### src/rtl/dpf_pkg.sv
// Package: shared constants for the display path flush controller.
// Assumes a 12-bit byte address space and a 32-bit register width.
package dpf_pkg;
    localparam int ADDR_W = 12;
    localparam int DATA_W = 32;

    localparam logic [ADDR_W-1:0] OFS_MODE      = 12'h014;
    localparam logic [ADDR_W-1:0] OFS_FLUSH     = 12'h018;
    localparam logic [ADDR_W-1:0] OFS_START     = 12'h01C;
    localparam logic [ADDR_W-1:0] OFS_SWRST     = 12'h030;
    localparam logic [ADDR_W-1:0] OFS_PREP      = 12'h0D0;
    localparam logic [ADDR_W-1:0] OFS_MRG_ACT   = 12'h0E4;
    localparam logic [ADDR_W-1:0] OFS_INTF_ACT  = 12'h0F4;
    localparam logic [ADDR_W-1:0] OFS_MRG_FLUSH = 12'h100;
    localparam logic [ADDR_W-1:0] OFS_INTF_FLUSH= 12'h110;

    localparam int BIT_CTL_PATH  = 17;
    localparam int BIT_MRG_SUM   = 23;
    localparam int BIT_INTF_SUM  = 31;
    localparam int BIT_CMD_MODE  = 17;

    localparam logic [DATA_W-1:0] MIXER_BITS = 32'h0010_07C0;
    localparam logic [3:0]        GROUP_DFLT = 4'hF;
endpackage

### src/rtl/dpf_soft_reset.sv
// Module: self-clearing software reset sequencer.
// A request starts a countdown of RST_CYCLES; busy is high for exactly
// that many cycles. Requests that arrive while busy are ignored.
module dpf_soft_reset #(
    parameter int RST_CYCLES = 1500
) (
    input  logic clk,
    input  logic rst_n,
    input  logic req_i,
    output logic busy_o
);
    localparam int CNT_W = $clog2(RST_CYCLES + 1);
    localparam logic [CNT_W-1:0] CNT_LOAD = CNT_W'(RST_CYCLES);

    logic [CNT_W-1:0] cnt_q;

    // Load the countdown on a request when idle, count down while busy.
    always_ff @(posedge clk) begin
        if (!rst_n) begin
            cnt_q <= '0;
        end else if (cnt_q != '0) begin
            cnt_q <= cnt_q - 1'b1;
        end else if (req_i) begin
            cnt_q <= CNT_LOAD;
        end
    end

    assign busy_o = (cnt_q != '0);

    p_busy_bound_r12: assert property (@(posedge clk) disable iff (!rst_n)
        cnt_q <= CNT_LOAD);

    p_busy_start_r12: assert property (@(posedge clk) disable iff (!rst_n)
        (req_i && !busy_o) |=> (busy_o && cnt_q == CNT_LOAD));
endmodule

### src/rtl/dpf_flush_bank.sv
// Module: two-level pending flush state and frame-boundary strobes.
// The main word accumulates writes; summary bits gate the sub-masks at
// the frame. Assumes writes are already blocked upstream during reset.
module dpf_flush_bank
    import dpf_pkg::*;
#(
    parameter int NUM_MERGE = 4,
    parameter int NUM_INTF  = 8
) (
    input  logic                 clk,
    input  logic                 rst_n,
    input  logic                 busy_i,
    input  logic                 frame_i,
    input  logic                 main_wr_i,
    input  logic                 merge_wr_i,
    input  logic                 intf_wr_i,
    input  logic [DATA_W-1:0]    wdata_i,
    output logic [DATA_W-1:0]    main_q_o,
    output logic [NUM_MERGE-1:0] merge_q_o,
    output logic [NUM_INTF-1:0]  intf_q_o,
    output logic [DATA_W-1:0]    upd_main_o,
    output logic [NUM_MERGE-1:0] upd_merge_o,
    output logic [NUM_INTF-1:0]  upd_intf_o
);
    logic [DATA_W-1:0]    main_q, main_add;
    logic [NUM_MERGE-1:0] merge_q;
    logic [NUM_INTF-1:0]  intf_q;

    // Extend mixer bits with the control-path bit.
    always_comb begin
        main_add = wdata_i;
        if ((wdata_i & MIXER_BITS) != '0) main_add[BIT_CTL_PATH] = 1'b1;
    end

    // Pending state: clear on reset busy or frame, then OR in new writes.
    always_ff @(posedge clk) begin
        if (!rst_n || busy_i) begin
            main_q  <= '0;
            merge_q <= '0;
            intf_q  <= '0;
        end else begin
            main_q  <= (frame_i ? '0 : main_q)  | (main_wr_i  ? main_add : '0);
            merge_q <= (frame_i ? '0 : merge_q) | (merge_wr_i ? wdata_i[NUM_MERGE-1:0] : '0);
            intf_q  <= (frame_i ? '0 : intf_q)  | (intf_wr_i  ? wdata_i[NUM_INTF-1:0]  : '0);
        end
    end

    // One-cycle update strobes issued at the frame boundary.
    always_ff @(posedge clk) begin
        if (!rst_n || !frame_i || busy_i) begin
            upd_main_o  <= '0;
            upd_merge_o <= '0;
            upd_intf_o  <= '0;
        end else begin
            upd_main_o  <= main_q;
            upd_merge_o <= main_q[BIT_MRG_SUM]  ? merge_q : '0;
            upd_intf_o  <= main_q[BIT_INTF_SUM] ? intf_q  : '0;
        end
    end

    assign main_q_o  = main_q;
    assign merge_q_o = merge_q;
    assign intf_q_o  = intf_q;

    p_mixer_ctl_r4: assert property (@(posedge clk) disable iff (!rst_n)
        ((main_q & MIXER_BITS) != '0) |-> main_q[BIT_CTL_PATH]);

    p_merge_gate_r5: assert property (@(posedge clk) disable iff (!rst_n)
        (upd_merge_o != '0) |-> upd_main_o[BIT_MRG_SUM]);

    p_intf_gate_r5: assert property (@(posedge clk) disable iff (!rst_n)
        (upd_intf_o != '0) |-> upd_main_o[BIT_INTF_SUM]);

    p_frame_clear_r3: assert property (@(posedge clk) disable iff (!rst_n)
        (frame_i && !main_wr_i && !merge_wr_i && !intf_wr_i)
        |=> (main_q == '0 && merge_q == '0 && intf_q == '0));

    p_busy_clear_r13: assert property (@(posedge clk) disable iff (!rst_n)
        busy_i |=> (main_q == '0 && merge_q == '0 && intf_q == '0));
endmodule

### src/rtl/dpf_path_cfg.sv
// Module: path configuration registers (mode, start, prepare, active sets).
// Assumes write enables are already blocked upstream while reset is busy,
// except the mode write, which is always allowed.
module dpf_path_cfg
    import dpf_pkg::*;
#(
    parameter int NUM_MERGE = 4,
    parameter int NUM_INTF  = 8
) (
    input  logic                 clk,
    input  logic                 rst_n,
    input  logic                 busy_i,
    input  logic                 mode_wr_i,
    input  logic                 start_wr_i,
    input  logic                 prep_wr_i,
    input  logic                 merge_act_wr_i,
    input  logic                 intf_act_wr_i,
    input  logic [DATA_W-1:0]    wdata_i,
    output logic                 cmd_mode_o,
    output logic [3:0]           group_id_o,
    output logic                 started_o,
    output logic                 prep_o,
    output logic [NUM_MERGE-1:0] merge_act_o,
    output logic [NUM_INTF-1:0]  intf_act_o
);
    logic [NUM_MERGE-1:0] merge_sel;
    logic [NUM_INTF-1:0]  intf_sel;
    logic [NUM_INTF-1:0]  intf_act_q;

    // Decode the written index into a one-hot select, zero if out of range.
    always_comb begin
        merge_sel = '0;
        intf_sel  = '0;
        for (int i = 0; i < NUM_MERGE; i++)
            if (wdata_i == DATA_W'(i)) merge_sel[i] = 1'b1;
        for (int i = 0; i < NUM_INTF; i++)
            if (wdata_i == DATA_W'(i)) intf_sel[i] = 1'b1;
    end

    // Mode register: command-mode bit and group ID; kept over soft reset.
    always_ff @(posedge clk) begin
        if (!rst_n) begin
            cmd_mode_o <= 1'b0;
            group_id_o <= GROUP_DFLT;
        end else if (mode_wr_i) begin
            cmd_mode_o <= wdata_i[BIT_CMD_MODE];
            group_id_o <= wdata_i[31:28];
        end
    end

    // Start flag, prepare pulse and active sets; cleared while reset busy.
    always_ff @(posedge clk) begin
        if (!rst_n || busy_i) begin
            started_o   <= 1'b0;
            prep_o      <= 1'b0;
            merge_act_o <= '0;
            intf_act_q  <= '0;
        end else begin
            if (start_wr_i && wdata_i[0]) started_o <= 1'b1;
            prep_o <= prep_wr_i && wdata_i[0];
            if (merge_act_wr_i && merge_sel != '0) merge_act_o <= merge_sel;
            if (intf_act_wr_i) intf_act_q <= intf_act_q | intf_sel;
        end
    end

    assign intf_act_o = intf_act_q;

    p_intf_keep_r9: assert property (@(posedge clk) disable iff (!rst_n)
        !busy_i |=> ((intf_act_q & $past(intf_act_q)) == $past(intf_act_q)));

    p_merge_onehot_r10: assert property (@(posedge clk) disable iff (!rst_n)
        $onehot0(merge_act_o));

    p_start_sticky_r7: assert property (@(posedge clk) disable iff (!rst_n)
        (started_o && !busy_i) |=> started_o);
endmodule

### src/rtl/dpath_flush_ctrl.sv
// Module: display path flush control register block (top).
// Decodes the valid/ready register port, gates writes during the software
// reset and returns registered read data one cycle after each read.
module dpath_flush_ctrl
    import dpf_pkg::*;
#(
    parameter int NUM_MERGE  = 4,
    parameter int NUM_INTF   = 8,
    parameter int RST_CYCLES = 1500
) (
    input  logic                 clk,
    input  logic                 rst_n,
    input  logic                 req_valid_i,
    output logic                 req_ready_o,
    input  logic                 req_write_i,
    input  logic [11:0]          req_addr_i,
    input  logic [31:0]          req_wdata_i,
    output logic                 rsp_valid_o,
    output logic [31:0]          rsp_rdata_o,
    input  logic                 frame_tick_i,
    output logic [31:0]          upd_main_o,
    output logic [NUM_MERGE-1:0] upd_merge_o,
    output logic [NUM_INTF-1:0]  upd_intf_o,
    output logic                 path_start_o,
    output logic                 prep_o,
    output logic                 path_reset_o,
    output logic                 cmd_mode_o,
    output logic [3:0]           group_id_o,
    output logic [NUM_INTF-1:0]  intf_active_o,
    output logic [NUM_MERGE-1:0] merge_active_o
);
    logic                 wr, rd, busy, wr_ok;
    logic [DATA_W-1:0]    main_q, rd_mux;
    logic [NUM_MERGE-1:0] merge_q;
    logic [NUM_INTF-1:0]  intf_q;

    assign req_ready_o = 1'b1;
    assign wr    = req_valid_i && req_write_i;
    assign rd    = req_valid_i && !req_write_i;
    assign wr_ok = wr && !busy;

    dpf_soft_reset #(.RST_CYCLES(RST_CYCLES)) u_rst (
        .clk    (clk),
        .rst_n  (rst_n),
        .req_i  (wr && req_addr_i == OFS_SWRST && req_wdata_i[0]),
        .busy_o (busy)
    );

    dpf_flush_bank #(.NUM_MERGE(NUM_MERGE), .NUM_INTF(NUM_INTF)) u_flush (
        .clk         (clk),
        .rst_n       (rst_n),
        .busy_i      (busy),
        .frame_i     (frame_tick_i),
        .main_wr_i   (wr_ok && req_addr_i == OFS_FLUSH),
        .merge_wr_i  (wr_ok && req_addr_i == OFS_MRG_FLUSH),
        .intf_wr_i   (wr_ok && req_addr_i == OFS_INTF_FLUSH),
        .wdata_i     (req_wdata_i),
        .main_q_o    (main_q),
        .merge_q_o   (merge_q),
        .intf_q_o    (intf_q),
        .upd_main_o  (upd_main_o),
        .upd_merge_o (upd_merge_o),
        .upd_intf_o  (upd_intf_o)
    );

    dpf_path_cfg #(.NUM_MERGE(NUM_MERGE), .NUM_INTF(NUM_INTF)) u_cfg (
        .clk            (clk),
        .rst_n          (rst_n),
        .busy_i         (busy),
        .mode_wr_i      (wr && req_addr_i == OFS_MODE),
        .start_wr_i     (wr_ok && req_addr_i == OFS_START),
        .prep_wr_i      (wr_ok && req_addr_i == OFS_PREP),
        .merge_act_wr_i (wr_ok && req_addr_i == OFS_MRG_ACT),
        .intf_act_wr_i  (wr_ok && req_addr_i == OFS_INTF_ACT),
        .wdata_i        (req_wdata_i),
        .cmd_mode_o     (cmd_mode_o),
        .group_id_o     (group_id_o),
        .started_o      (path_start_o),
        .prep_o         (prep_o),
        .merge_act_o    (merge_active_o),
        .intf_act_o     (intf_active_o)
    );

    assign path_reset_o = busy;

    // Read multiplexer over all mapped registers; unmapped reads give zero.
    always_comb begin
        rd_mux = '0;
        case (req_addr_i)
            OFS_MODE:       begin
                rd_mux[31:28]        = group_id_o;
                rd_mux[BIT_CMD_MODE] = cmd_mode_o;
            end
            OFS_FLUSH:      rd_mux = main_q;
            OFS_START:      rd_mux[0] = path_start_o;
            OFS_SWRST:      rd_mux[0] = busy;
            OFS_MRG_ACT:    rd_mux[NUM_MERGE-1:0] = merge_active_o;
            OFS_INTF_ACT:   rd_mux[NUM_INTF-1:0]  = intf_active_o;
            OFS_MRG_FLUSH:  rd_mux[NUM_MERGE-1:0] = merge_q;
            OFS_INTF_FLUSH: rd_mux[NUM_INTF-1:0]  = intf_q;
            default:        rd_mux = '0;
        endcase
    end

    // Registered read response, valid one cycle after an accepted read.
    always_ff @(posedge clk) begin
        if (!rst_n) begin
            rsp_valid_o <= 1'b0;
            rsp_rdata_o <= '0;
        end else begin
            rsp_valid_o <= rd;
            if (rd) rsp_rdata_o <= rd_mux;
        end
    end

    p_rsp_follows_read_r14: assert property (@(posedge clk) disable iff (!rst_n)
        rsp_valid_o |-> $past(rd));

    p_reset_holds_start_r13: assert property (@(posedge clk) disable iff (!rst_n)
        path_reset_o |=> (!path_start_o && intf_active_o == '0 && merge_active_o == '0));
endmodule

### config.mk
export PLATFORM = sky130hd
export DESIGN_NAME = dpath_flush_ctrl
export DESIGN_NICKNAME = d
export VERILOG_FILES = /design/src/rtl/dpf_pkg.sv /design/src/rtl/dpf_soft_reset.sv /design/src/rtl/dpf_flush_bank.sv /design/src/rtl/dpf_path_cfg.sv /design/src/rtl/dpath_flush_ctrl.sv
export SDC_FILE = /design/constraint.sdc
export NUM_CORES = 1
export LEC_CHECK = 0
export BUFFER_PORTS_ARGS = -buffer_cell sky130_fd_sc_hd__buf_2
export CAP_MARGIN = 20
export CORE_MARGIN = 3
export CORE_UTILIZATION = 56
export CTS_CLUSTER_SIZE = 10
export DETAILED_ROUTE_END_ITERATION = 8
export PLACE_DENSITY_LB_ADDON = 0.3
export SYNTH_ARGS = -nofsm -noshare
export SYNTH_HDL_FRONTEND = slang
export SYNTH_SLANG_ARGS = --single-unit
export TNS_END_PERCENT = 20
### constraint.sdc
create_clock -name clk -period 4.05 [get_ports clk]
set_input_delay 0.6075 -clock clk [delete_from_list [all_inputs] [get_ports clk]]
set_output_delay 0.6075 -clock clk [all_outputs]
set_load 0.02 [all_outputs]
==> key figures, run 1 <==
Status
  • Outcome: completed

Detailed routing
  • Average vias per placed instance: between 5 and 6
  • Via count: between 5000 and 6000
  • Router iterations before antenna repair: 5
  • DRC Markers: 0
  • ANT nets after route: 0
  • Initial DRC Count: ~450
  • Wire per inst: about 18 µm
  • Wirelength, routed: around 16000 µm

Clock tree
  • Worst-Skew Late Latency: about 520 ps
  • Total CTS buffers: 17
  • CTS tree: built
  • # hold bufs at CTS: 0
  • Root Buffer: clkbuf_8
  • H-Tree Depth: 4
  • Clock-pin slew on the worst setup and hold paths: approximately 70 ps
  • Clock tree sinks: around 150
  • Post-CTS setup buffers: 0
  • Resize count post-CTS: 0
  • Clock buffer depth: 2

Setup path
  • CP Capture Type: output port
  • Crit Path Class: register to output port
  • Worst reg2reg path depth: 8
  • Startpoint Class: register
  • Worst-path fanout max: 11
  • Req. time, crit path: about 3400 ps
  • Crit path arrival time: 2320 ps

STA
  • Setup-failing EPs final: 0
  • Min cycle time layout: 2930 ps
  • Final Hold Fails: 0
  • Final Cycle Share: just over 70%
  • Unrepaired setup endpoints after global routing: false
  • Worst Skew: around 9.1 ps
  • Max_slew headroom: around 31%
  • Worst Max-Slew Pin Slew: between 1000 and 1500 ps
  • Setup ws final: 1120 ps
  • Pins Over Slew Limit: 0
  • Final setup TNS: 0 ps
  • Hold slack: 317 ps
  • Max Fclk: about 340 MHz

Floorplanning
  • Starting Density: 59.0%
  • Die width: approximately 110 µm
  • Core Box Area: approximately 0.0095 mm²
  • Rows: 35
  • Io pins: 147
  • Die Height: ~110 µm
  • Die area: 0.0113 mm²

Pwr
  • VDD IR max: roughly 0.00042 V
  • P per Cell Area: 519 mW/mm²
  • Leak: just under 3 nW

Global routing
  • Largest net degree at the start of global routing: 50
  • Initial antenna violation count: 0
  • Grt ovf: 0
  • Overall routing resource usage: 27.8%
  • Vias in the first global route: between 4000 and 5000
  • First-pass GRT wire length: between 20000 and 25000 µm
  • Met3 usage: about 6.4%
  • Routing usage on met2: 45.5%
  • GR Util met1: between 30 and 40%
  • Global routing's busiest layer: met2

Place
  • Pre-CTS WS: 1310 ps
  • Post-DP HPWL: around 11000 µm
  • IO Port Bufs: roughly 150
  • GPL Wtd Cong: 0.886
  • Cell Area, Placed: 0.00638 mm²

Cells and area
  • Fin util: slightly above 70%
  • Fill cell count: about 700
  • Number of inserted diodes: 0
  • Design area: a little under 0.007 mm²
  • Final #Nets: 775
  • Syn-to-layout area delta: 23.3%
  • Layout cells sized above 1: 27.0%

Yosys
  • Count leader, synth: dfxtp_1
  • Top post-synthesis cells by area: dfxtp_1 54%, a21oi_1 5.9%, a22o_1 4.4%, and3_1 4.0%, nor2_1 3.1%
  • Commonest cells in the netlist: 151 x dfxtp_1, 66 x a21oi_1, 46 x nor2_1
  • Syn nets: 643
  • Post-synth EDFFs: 0
  • Cell count after synthesis: between 500 and 600
  • Avg Inst Size Synth: between 9 and 10 µm²
  • Syn. warnings: 0
  • Post-synth top area cell: dfxtp_1
  • Synth cell types: just under 50
  • Synth Flop Type: dfxtp_1
  • Asr flop ratio synth: 0%
  • #FFs+latches synth: roughly 150
  • Synthesized cell area: about 0.0056 mm²
  • Sequential fraction of the synthesis area: between 50% and 60%
  • Top cell type's share of synthesized area: ~54%

Hold path
  • Worst hold path type: primary input to register
  • Hold path cells: 2

Job
  • MaxCap Viol Count: 0
==> layout by cell type, fill, tap and decap left out, drive strengths merged, types with 13 or more instances in the layout <==
| cell type | n |
|---|---|
| nor2 | 47 |
| a21oi | 66 |
| inv | 20 |
| a22o | 28 |
| and2 | 13 |
| mux2i | 17 |
| dfxtp | 151 |
| buf | 151 |
| nor4 | 15 |
| nand2 | 41 |
| nand3 | 27 |
| clkbuf | 17 |
| and3 | 36 |
| nor2b | 15 |
==> sequential cells by signal (all words and copies together) (netlist names) <==
name	flops
u_cfg.group_id_o	4
u_cfg.cmd_mode_o	1
rsp_valid_o	1
u_cfg.merge_act_o	4
u_flush.main_q_o	32
u_cfg.started_o	1
u_flush.merge_q_o	4
u_flush.upd_merge_o	4
u_cfg.intf_act_o	8
u_flush.upd_main_o	32
u_flush.intf_q_o	8
u_cfg.prep_o	1
u_flush.upd_intf_o	8
rsp_rdata_o	32
u_rst.cnt_q	11
==> area by class of cell <==
| type | instances | area [µm²] | share of cell area [%] |
|---|---|---|---|
| sequential | 151 | 3020 | 43.7 |
| clock buffer | 17 | 414 | 5.99 |
| clock inverter | 15 | 119 | 1.72 |
| tap | 129 | 161 | 2.33 |
| timing repair buffer | 151 | 771 | 11.1 |
| multi-input combinational | 390 | 2380 | 34.4 |
| inverter | 14 | 52.6 | 0.760 |
==> power breakdown <==
part	switching, mW	internal [mW]
logic	0.388	0.197
clock network	0.650	0.765
registers	0.0590	1.53
total	1.10	2.50
==> routing by layer <==
metal | vias to the layer above | wire (µm)
met3 | 30 | 1290
met1 | 2403 | 6570
met5 | - | 0
met2 | 272 | 7320
li1 | 2390 | -
met4 | 0 | 318
==> path summary, 6_finish.rpt <==
kind,to,startpoint,slack (ps)
setup / recovery,path_reset_o,u_rst.cnt_q[0],1120
setup reg to reg,u_flush.main_q_o[29],u_rst.cnt_q[0],1220
hold reg to reg,rsp_rdata_o[24],rsp_rdata_o[24],450
hold / removal,u_flush.main_q_o[21],req_wdata_i[21],320
==> cell families after synthesis <==
| group | Yosys count | share of synthesized area [%] |
|---|---|---|
| other cells | 1 | 0.0669 |
| buf+inv | 52 | 3.88 |
| simple gates | 240 | 23.8 |
| flops | 151 | 53.9 |
| xor+xnor | 1 | 0.156 |
| compound gates | 129 | 14.7 |
| mux | 18 | 3.23 |
| fa+ha+maj | 1 | 0.223 |
==> critical path, cell delays in order (launching register included) <==
cell and delay (ps):
dfxtp_1 340, inv_1 70, ha_1 200, nor3b_1 340
and3_1 510, inv_2 140, buf_2 190
==> metrics by stage <==
step,power (mW),cells
CTS,3.58,867
global placement,2.17,835
floorplan,2.04,593
global route,3.73,867
finish,3.59,867
detailed placement,2.19,835
No activity file was read; power rests on OpenSTA's default activity.
==> run 2, diff against run 1 <==
--- a/config.mk
+++ b/config.mk
@@ -8,7 +8,7 @@
 export BUFFER_PORTS_ARGS = -buffer_cell sky130_fd_sc_hd__buf_2
 export CAP_MARGIN = 20
 export CORE_MARGIN = 3
-export CORE_UTILIZATION = 56
+export CORE_UTILIZATION = 52
 export CTS_CLUSTER_SIZE = 10
 export DETAILED_ROUTE_END_ITERATION = 8
 export PLACE_DENSITY_LB_ADDON = 0.3
==> constraint.sdc (replaced) <==
create_clock -name clk -period 2.75 [get_ports clk]
set_input_delay 0.4125 -clock clk [delete_from_list [all_inputs] [get_ports clk]]
set_output_delay 0.4125 -clock clk [all_outputs]
set_load 0.02 [all_outputs]
==> key figures, run 2 (synthesized netlist as in run 1, its figures left out) <==
Cells and area
  • Fill cell count: 859 (+20%)
  • Syn-to-layout area delta: 26.6%
  • Layout cells sized above 1: 27.4% (+0.48 points)
  • Commonest non-fill, non-tap cell in the layout: dfxtp_1
  • Most frequent cells in the layout: 151 x dfxtp_1, 145 x buf_2, 66 x a21oi_1
  • Final #Nets: 786 (+1.4%)
  • Number of inserted diodes: 0 (unchanged)

Clock tree
  • Clock tree sinks: 151 (unchanged)
  • Root Buffer: clkbuf_8
  • Clock-pin slew on the worst setup and hold paths: 60 ps (about the same)
  • # hold bufs at CTS: 0 (unchanged)
  • H-Tree Depth: 4 (unchanged)
  • CTS tree: built
  • Resize count post-CTS: 0 (unchanged)
  • Clock buffer depth: 2 (unchanged)
  • Worst-Skew Late Latency: 550 ps (+30 ps)
  • Post-CTS setup buffers: 0 (unchanged)
  • Total CTS buffers: 17 (unchanged)

Setup path
  • Largest delay share family, worst path: simple AND/OR/NAND/NOR gates
  • Worst-path fanout max: 5 (-6)
  • CP Depth: 6 (unchanged)
  • CP Buf/Inv Count: 3 (unchanged)
  • Slowest cell on the critical path: dfxtp_1
  • CP Capture Type: output port
  • Crit path arrival time: 1950 ps (-370 ps)
  • Worst-path cell chain: inv_1, ha_1, nor3b_1, and3_1, inv_2, buf_2
  • Max incr delay on CP: 340 ps (-170 ps)
  • Startpoint Class: register
  • Worst reg2reg path depth: 8 (unchanged)
  • Crit Path Class: register to output port
  • Req. time, crit path: 2340 ps (-1100 ps)

Floorplanning
  • Core Box Area: 0.0104 mm² (+9.6%)
  • Die width: 110 µm (+3.6%)
  • Die Height: 110 µm (+3.6%)
  • Rows: 37 (+5.7%)
  • Starting Density: 53.8% (-5.2 points)
  • Die area: 0.0121 mm² (+7.3%)
  • Io pins: 147 (unchanged)

Hold path
  • Hold path cells: 2 (unchanged)
  • Worst hold path type: primary input to register

STA
  • Worst Skew: 15.2 ps (+6.10 ps)
  • Min cycle time layout: 2370 ps
  • Max_slew headroom: 30.4% (-0.30 points)
  • Final Hold Fails: 0 (unchanged)
  • Worst Max-Slew Pin Slew: 1040 ps (+4.45 ps)
  • Pins Over Slew Limit: 0 (unchanged)
  • Max Fclk: roughly 420 MHz
  • Final setup TNS: 0 ps (unchanged)
  • Final Cycle Share: between 80% and 90%
  • Unrepaired setup endpoints after global routing: false
  • Setup-failing EPs final: 0 (unchanged)

Detailed routing
  • Average vias per placed instance: 5.76 (-2.0%)
  • Via count: 5084 (-0.22%)
  • DRC Markers: 0 (unchanged)
  • Router iterations before antenna repair: 5 (unchanged)
  • Wirelength, routed: 15700 µm (+1.6%)
  • ANT nets after route: 0 (unchanged)
  • Wire per inst: 17.8 µm (-0.29%)
  • Initial DRC Count: 575 (+27%)

Pwr
  • VDD IR max: 0.000629 V (+49%)
  • P per Cell Area: 802 mW/mm² (+54%)
  • Leak: 3.07 nW (+3.4%)
  • Total power: 5.70 mW (+59%)

Status
  • Outcome: completed

Global routing
  • Vias in the first global route: 4877 (-0.10%)
  • First-pass GRT wire length: 24200 µm (-3.0%)
  • Initial antenna violation count: 0 (unchanged)
  • Grt ovf: 0 (unchanged)
  • Overall routing resource usage: 26.3% (-1.5 points)
  • Largest net degree at the start of global routing: 33 (-34%)

Place
  • IO Port Bufs: 145 (unchanged)
  • Post-DP HPWL: 11200 µm (+3.6%)
  • GPL Wtd Cong: 0.896 (+1.1%)

Job
  • MaxCap Viol Count: 0 (unchanged)
run 2: cell count changes in the layout (fill, tap and decap cells not counted):
cell / before / now
buf_4: 6 / 17
bufinv_16: 0 / 5
inv_6: 5 / 0
clkbuf_1: 0 / 3
clkbuf_8: 1 / 3
clkinv_2: 3 / 1
clkinv_4: 3 / 1
clkinvlp_4: 3 / 1
inv_8: 1 / 0
run 2: per-stage QoR:
stage | setup slack [ps] | instance area [µm²] | hold WS (ps) | cells | util (%)
floorplan | 623 | 5610 | 443 | 593 | -
global placement | 498 | 6470 | 440 | 853 | 62.2
global route | 249 | 7100 | 87.0 | 883 | 68.2
detailed placement | 440 | 6470 | 444 | 853 | 62.2
finish | 384 | 7100 | 100 | 883 | 68.2
CTS | 376 | 7100 | 90.3 | 883 | 68.2
run 2: where the power goes:
part / switching [mW] / leakage, nW / internal [mW]
clock: 0.854 / 0.301 / 1.60
combinational: 0.576 / 1.55 / 0.314
sequential: 0.0871 / 1.22 / 2.26
run 2: worst paths after layout:
check | from | end | slack (ps)
worst max-delay path | u_rst.cnt_q[0] | path_reset_o | 380
worst min-delay path | req_wdata_i[16] | u_flush.main_q_o[16] | 100
worst min register to register | rsp_rdata_o[19] | rsp_rdata_o[19] | 450
worst max register to register | u_rst.cnt_q[0] | u_flush.main_q_o[8] | 590
run 2: cell type report:
class,count,area [µm²],share of cell area [%]
flip-flops and latches,151,3020,42.6
multi-input cells,390,2380,33.5
repair buffers,162,853,12.0
clock buffers,22,453,6.38
clock inverters,8,171,2.41
well taps,136,170,2.40
inverters,14,52.6,0.740
run 2: routing by layer:
metal | GRT usage, % | vias to the layer above | part of all wire (%)
met3 | 7.75 | 34 | 7.6
li1 | - | 2410 | -
met1 | 33.8 | 2404 | 44
met5 | 0 | - | 0
met4 | 11.0 | 0 | 2.2
met2 | 41.1 | 236 | 47
run 2: worst reg2reg max path: stages, from the launching register on:
cell,delay [ps]
dfxtp_1,340
inv_1,70
ha_1,200
or3b_2,510
nor2_4,160
nand3_4,110
nor4_4,300
buf_4,250
a22o_1,170
==> run 3, diff against run 2 <==
--- a/config.mk
+++ b/config.mk
@@ -5,10 +5,11 @@
 export SDC_FILE = /design/constraint.sdc
 export NUM_CORES = 1
 export LEC_CHECK = 0
+export ABC_AREA = 1
 export BUFFER_PORTS_ARGS = -buffer_cell sky130_fd_sc_hd__buf_2
 export CAP_MARGIN = 20
 export CORE_MARGIN = 3
-export CORE_UTILIZATION = 52
+export CORE_UTILIZATION = 53
 export CTS_CLUSTER_SIZE = 10
 export DETAILED_ROUTE_END_ITERATION = 8
 export PLACE_DENSITY_LB_ADDON = 0.3
==> key figures, run 3 <==
Status
  • Outcome: completed

Cells and area
  • Fill cell count: 886 (+3.1%)
  • Most frequent cells in the layout: 191 x nand2_1, 151 x dfxtp_1, 145 x buf_2
  • Fin util: 68.8% (+0.66 points)
  • Layout cells sized above 1: 21.6% (-5.8 points)
  • Number of inserted diodes: 0 (unchanged)
  • Syn-to-layout area delta: 23.6%
  • Final #Nets: 971 (+24%)
  • Commonest non-fill, non-tap cell in the layout: nand2_1

Global routing
  • Initial antenna violation count: 0 (unchanged)
  • Routing usage on met2: 41.0% (-0.098 points)
  • Global routing's busiest layer: met2
  • First-pass GRT wire length: 25000 µm (+3.6%)
  • Largest net degree at the start of global routing: 60 (+82%)
  • Vias in the first global route: 5213 (+6.9%)
  • Grt ovf: 0 (unchanged)
  • Overall routing resource usage: 25.1% (-1.2 points)
  • Met3 usage: 5.24% (-2.5 points)
  • GR Util met1: 33.1% (-0.74 points)

Yosys
  • Top post-synthesis cells by area: dfxtp_1 52%, nand2_1 12%, a21oi_1 7.0%, nor2_1 6.9%, inv_1 5.1%
  • Top cell type's share of synthesized area: 51.6% (-2.2 points)
  • Post-synth EDFFs: 0 (unchanged)
  • Synth Flop Type: dfxtp_1
  • Post-synth top area cell: dfxtp_1
  • Syn. warnings: 0 (unchanged)
  • Asr flop ratio synth: 0% (unchanged)
  • Avg Inst Size Synth: 7.49 µm² (-21%)
  • Synth cell types: 37 (-24%)
  • Cell count after synthesis: 781 (+32%)
  • Sequential fraction of the synthesis area: 51.6% (-2.2 points)
  • Syn nets: 831 (+29%)
  • Synthesized cell area: 0.00585 mm² (+4.3%)
  • Count leader, synth: nand2_1
  • Commonest cells in the netlist: 191 x nand2_1, 151 x dfxtp_1, 108 x nor2_1
  • #FFs+latches synth: 151 (unchanged)

Job
  • MaxCap Viol Count: 0 (unchanged)

Clock tree
  • Root Buffer: clkbuf_8
  • Post-CTS setup buffers: 0 (unchanged)
  • Worst-Skew Late Latency: 530 ps (-20 ps)
  • Resize count post-CTS: 0 (unchanged)
  • # hold bufs at CTS: 0 (unchanged)
  • Clock-pin slew on the worst setup and hold paths: 70 ps (about the same)
  • Total CTS buffers: 17 (unchanged)
  • Clock buffer depth: 2 (unchanged)
  • Clock tree sinks: 151 (unchanged)
  • H-Tree Depth: 4 (unchanged)
  • CTS tree: built

Hold path
  • Hold path cells: 3 (+1)
  • Worst hold path type: primary input to register
  • Hold Path Origin: req_wdata_i[14]
  • Hold path endpoint: u_flush.main_q_o[14]

Setup path
  • Crit path arrival time: 1750 ps (-200 ps)
  • Reg2reg end: u_flush.main_q_o[17]
  • Req. time, crit path: 2340 ps (about the same)
  • Worst-path fanout max: 6 (+1)
  • Startpoint Class: register
  • Crit Path Class: register to output port
  • CP Capture Type: output port
  • Reg2reg setup slack: 760 ps (+170 ps)
  • Worst reg2reg path depth: 10 (+2)
  • Reg-to-Reg Start: u_rst.cnt_q[0]

STA
  • Worst Skew: 7.00 ps (-8.24 ps)
  • Final Hold Fails: 0 (unchanged)
  • Max_slew headroom: 58.9% (+28 points)
  • Final Cycle Share: 78.7% (-7.4 points)
  • Pins Over Slew Limit: 0 (unchanged)
  • Unrepaired setup endpoints after global routing: false
  • Max Fclk: 462 MHz (+9.4%)
  • Worst Max-Slew Pin Slew: 617 ps (-425 ps)
  • Final setup TNS: 0 ps (unchanged)
  • Setup-failing EPs final: 0 (unchanged)
  • Min cycle time layout: 2160 ps (-203 ps)

Place
  • Post-DP HPWL: 10600 µm (-4.9%)
  • GPL Wtd Cong: 0.927 (+3.5%)
  • IO Port Bufs: 145 (unchanged)

Pwr
  • P per Cell Area: 751 mW/mm² (-6.4%)
  • Gate power share: 14.2% (-1.4 points)
  • Net Sw Power: 1.52 mW (+0.15%)
  • P_int: 3.91 mW (-6.4%)
  • Leak: 3.01 nW (-2.1%)
  • Clk pwr share: 42.6% (-0.6 points)
  • VDD IR max: 0.000704 V (+12%)
  • Seq pwr share: 43.2% (+2.0 points)
  • Net Sw Frac: 28.0% (+1.3 points)

Detailed routing
  • DRC Markers: 0 (unchanged)
  • Wire per inst: 14.4 µm (-19%)
  • Wirelength, routed: 15400 µm (-2.0%)
  • Router iterations before antenna repair: 5 (unchanged)
  • Average vias per placed instance: 5.14 (-11%)
  • ANT nets after route: 0 (unchanged)
  • Via count: 5501 (+8.2%)
  • Initial DRC Count: 575 (unchanged)

Floorplanning
  • Die Height: 111 µm (+1.1%)
  • Core Box Area: 0.0105 mm² (+0.89%)
  • Die area: 0.0123 mm² (+2.3%)
  • Io pins: 147 (unchanged)
  • Starting Density: 55.7% (+1.8 points)
  • Rows: 37 (unchanged)
  • Die width: 111 µm (+1.1%)
## run 3: worst max-delay path, stage by stage (launching register included)
cell and delay, ps:
dfxtp_1 320, inv_1 80, ha_1 200, nand2_1 120
nor2_2 170, nand2_2 140, buf_2 200
## run 3: power by group through the flow
| stage | Sequential, mW | Combinational [mW] | Clock, mW |
|---|---|---|---|
| 2_1_floorplan | 2.40 | 0.554 | 0 |
| 3_3_place_gp | 2.39 | 0.757 | 0 |
| 3_5_place_dp | 2.39 | 0.764 | 0 |
| 4_1_cts | 2.34 | 0.769 | 2.34 |
| 5_1_grt | 2.35 | 0.856 | 2.44 |
| 6_report | 2.35 | 0.770 | 2.32 |
## run 3: worst max path at each step
stage / start / endpoint / slack (ps) / cells past startpoint
after floorplan: u_rst.cnt_q[0] / u_cfg.merge_act_o[0] / 1080 / 11
after global placement: req_addr_i[1] / u_flush.main_q_o[17] / 730 / 8
after detailed placement: req_addr_i[1] / rsp_rdata_o[30] / 670 / 10
after CTS: u_rst.cnt_q[0] / path_reset_o / 570 / 6
after global routing: u_rst.cnt_q[0] / path_reset_o / 430 / 6
final: u_rst.cnt_q[0] / path_reset_o / 590 / 6
## run 3: logic make-up (layout without fill, tap and decap cells)
logic type | count (synthesis) | count (layout) | share of synthesized area (%)
AOI/OAI and AO/OA | 133 | 133 | 12.0
xor gates and xnor gates | 5 | 5 | 0.748
DFF | 151 | 151 | 51.6
and+or+nand+nor | 372 | 372 | 26.9
other | 1 | 1 | 0.0641
adders and majority gates | 1 | 1 | 0.214
buffers and inverters | 118 | 271 | 8.47
## run 3: layer usage
metal  share of wire [%]  wire length, µm
met1                  43             6660
met5                   0                0
met3                 8.9             1380
met2                  46             7140
met4                 1.6              242
## run 3: layout make-up
cell class | count | area [µm²] | area share (%)
multi-input cells | 512 | 2340 | 32.4
flip-flops and latches | 151 | 3020 | 41.8
clock inverters | 14 | 174 | 2.40
well taps | 136 | 170 | 2.35
inverters | 87 | 327 | 4.52
clock buffers | 18 | 418 | 5.78
repair buffers | 152 | 778 | 10.8
## run 3: per-stage QoR
stage                     hold slack (ps)  cell area [µm²]  power, mW  worst slack (ps)  cells
after CTS                             132             7230       5.45               573   1070
final                                 142             7230       5.43               587   1070
after global placement                430             6640       3.14               726   1038
after global routing                  128             7230       5.65               434   1070
after floorplan                       422             5850       2.96              1080    781
after detailed placement              431             6640       3.15               672   1038
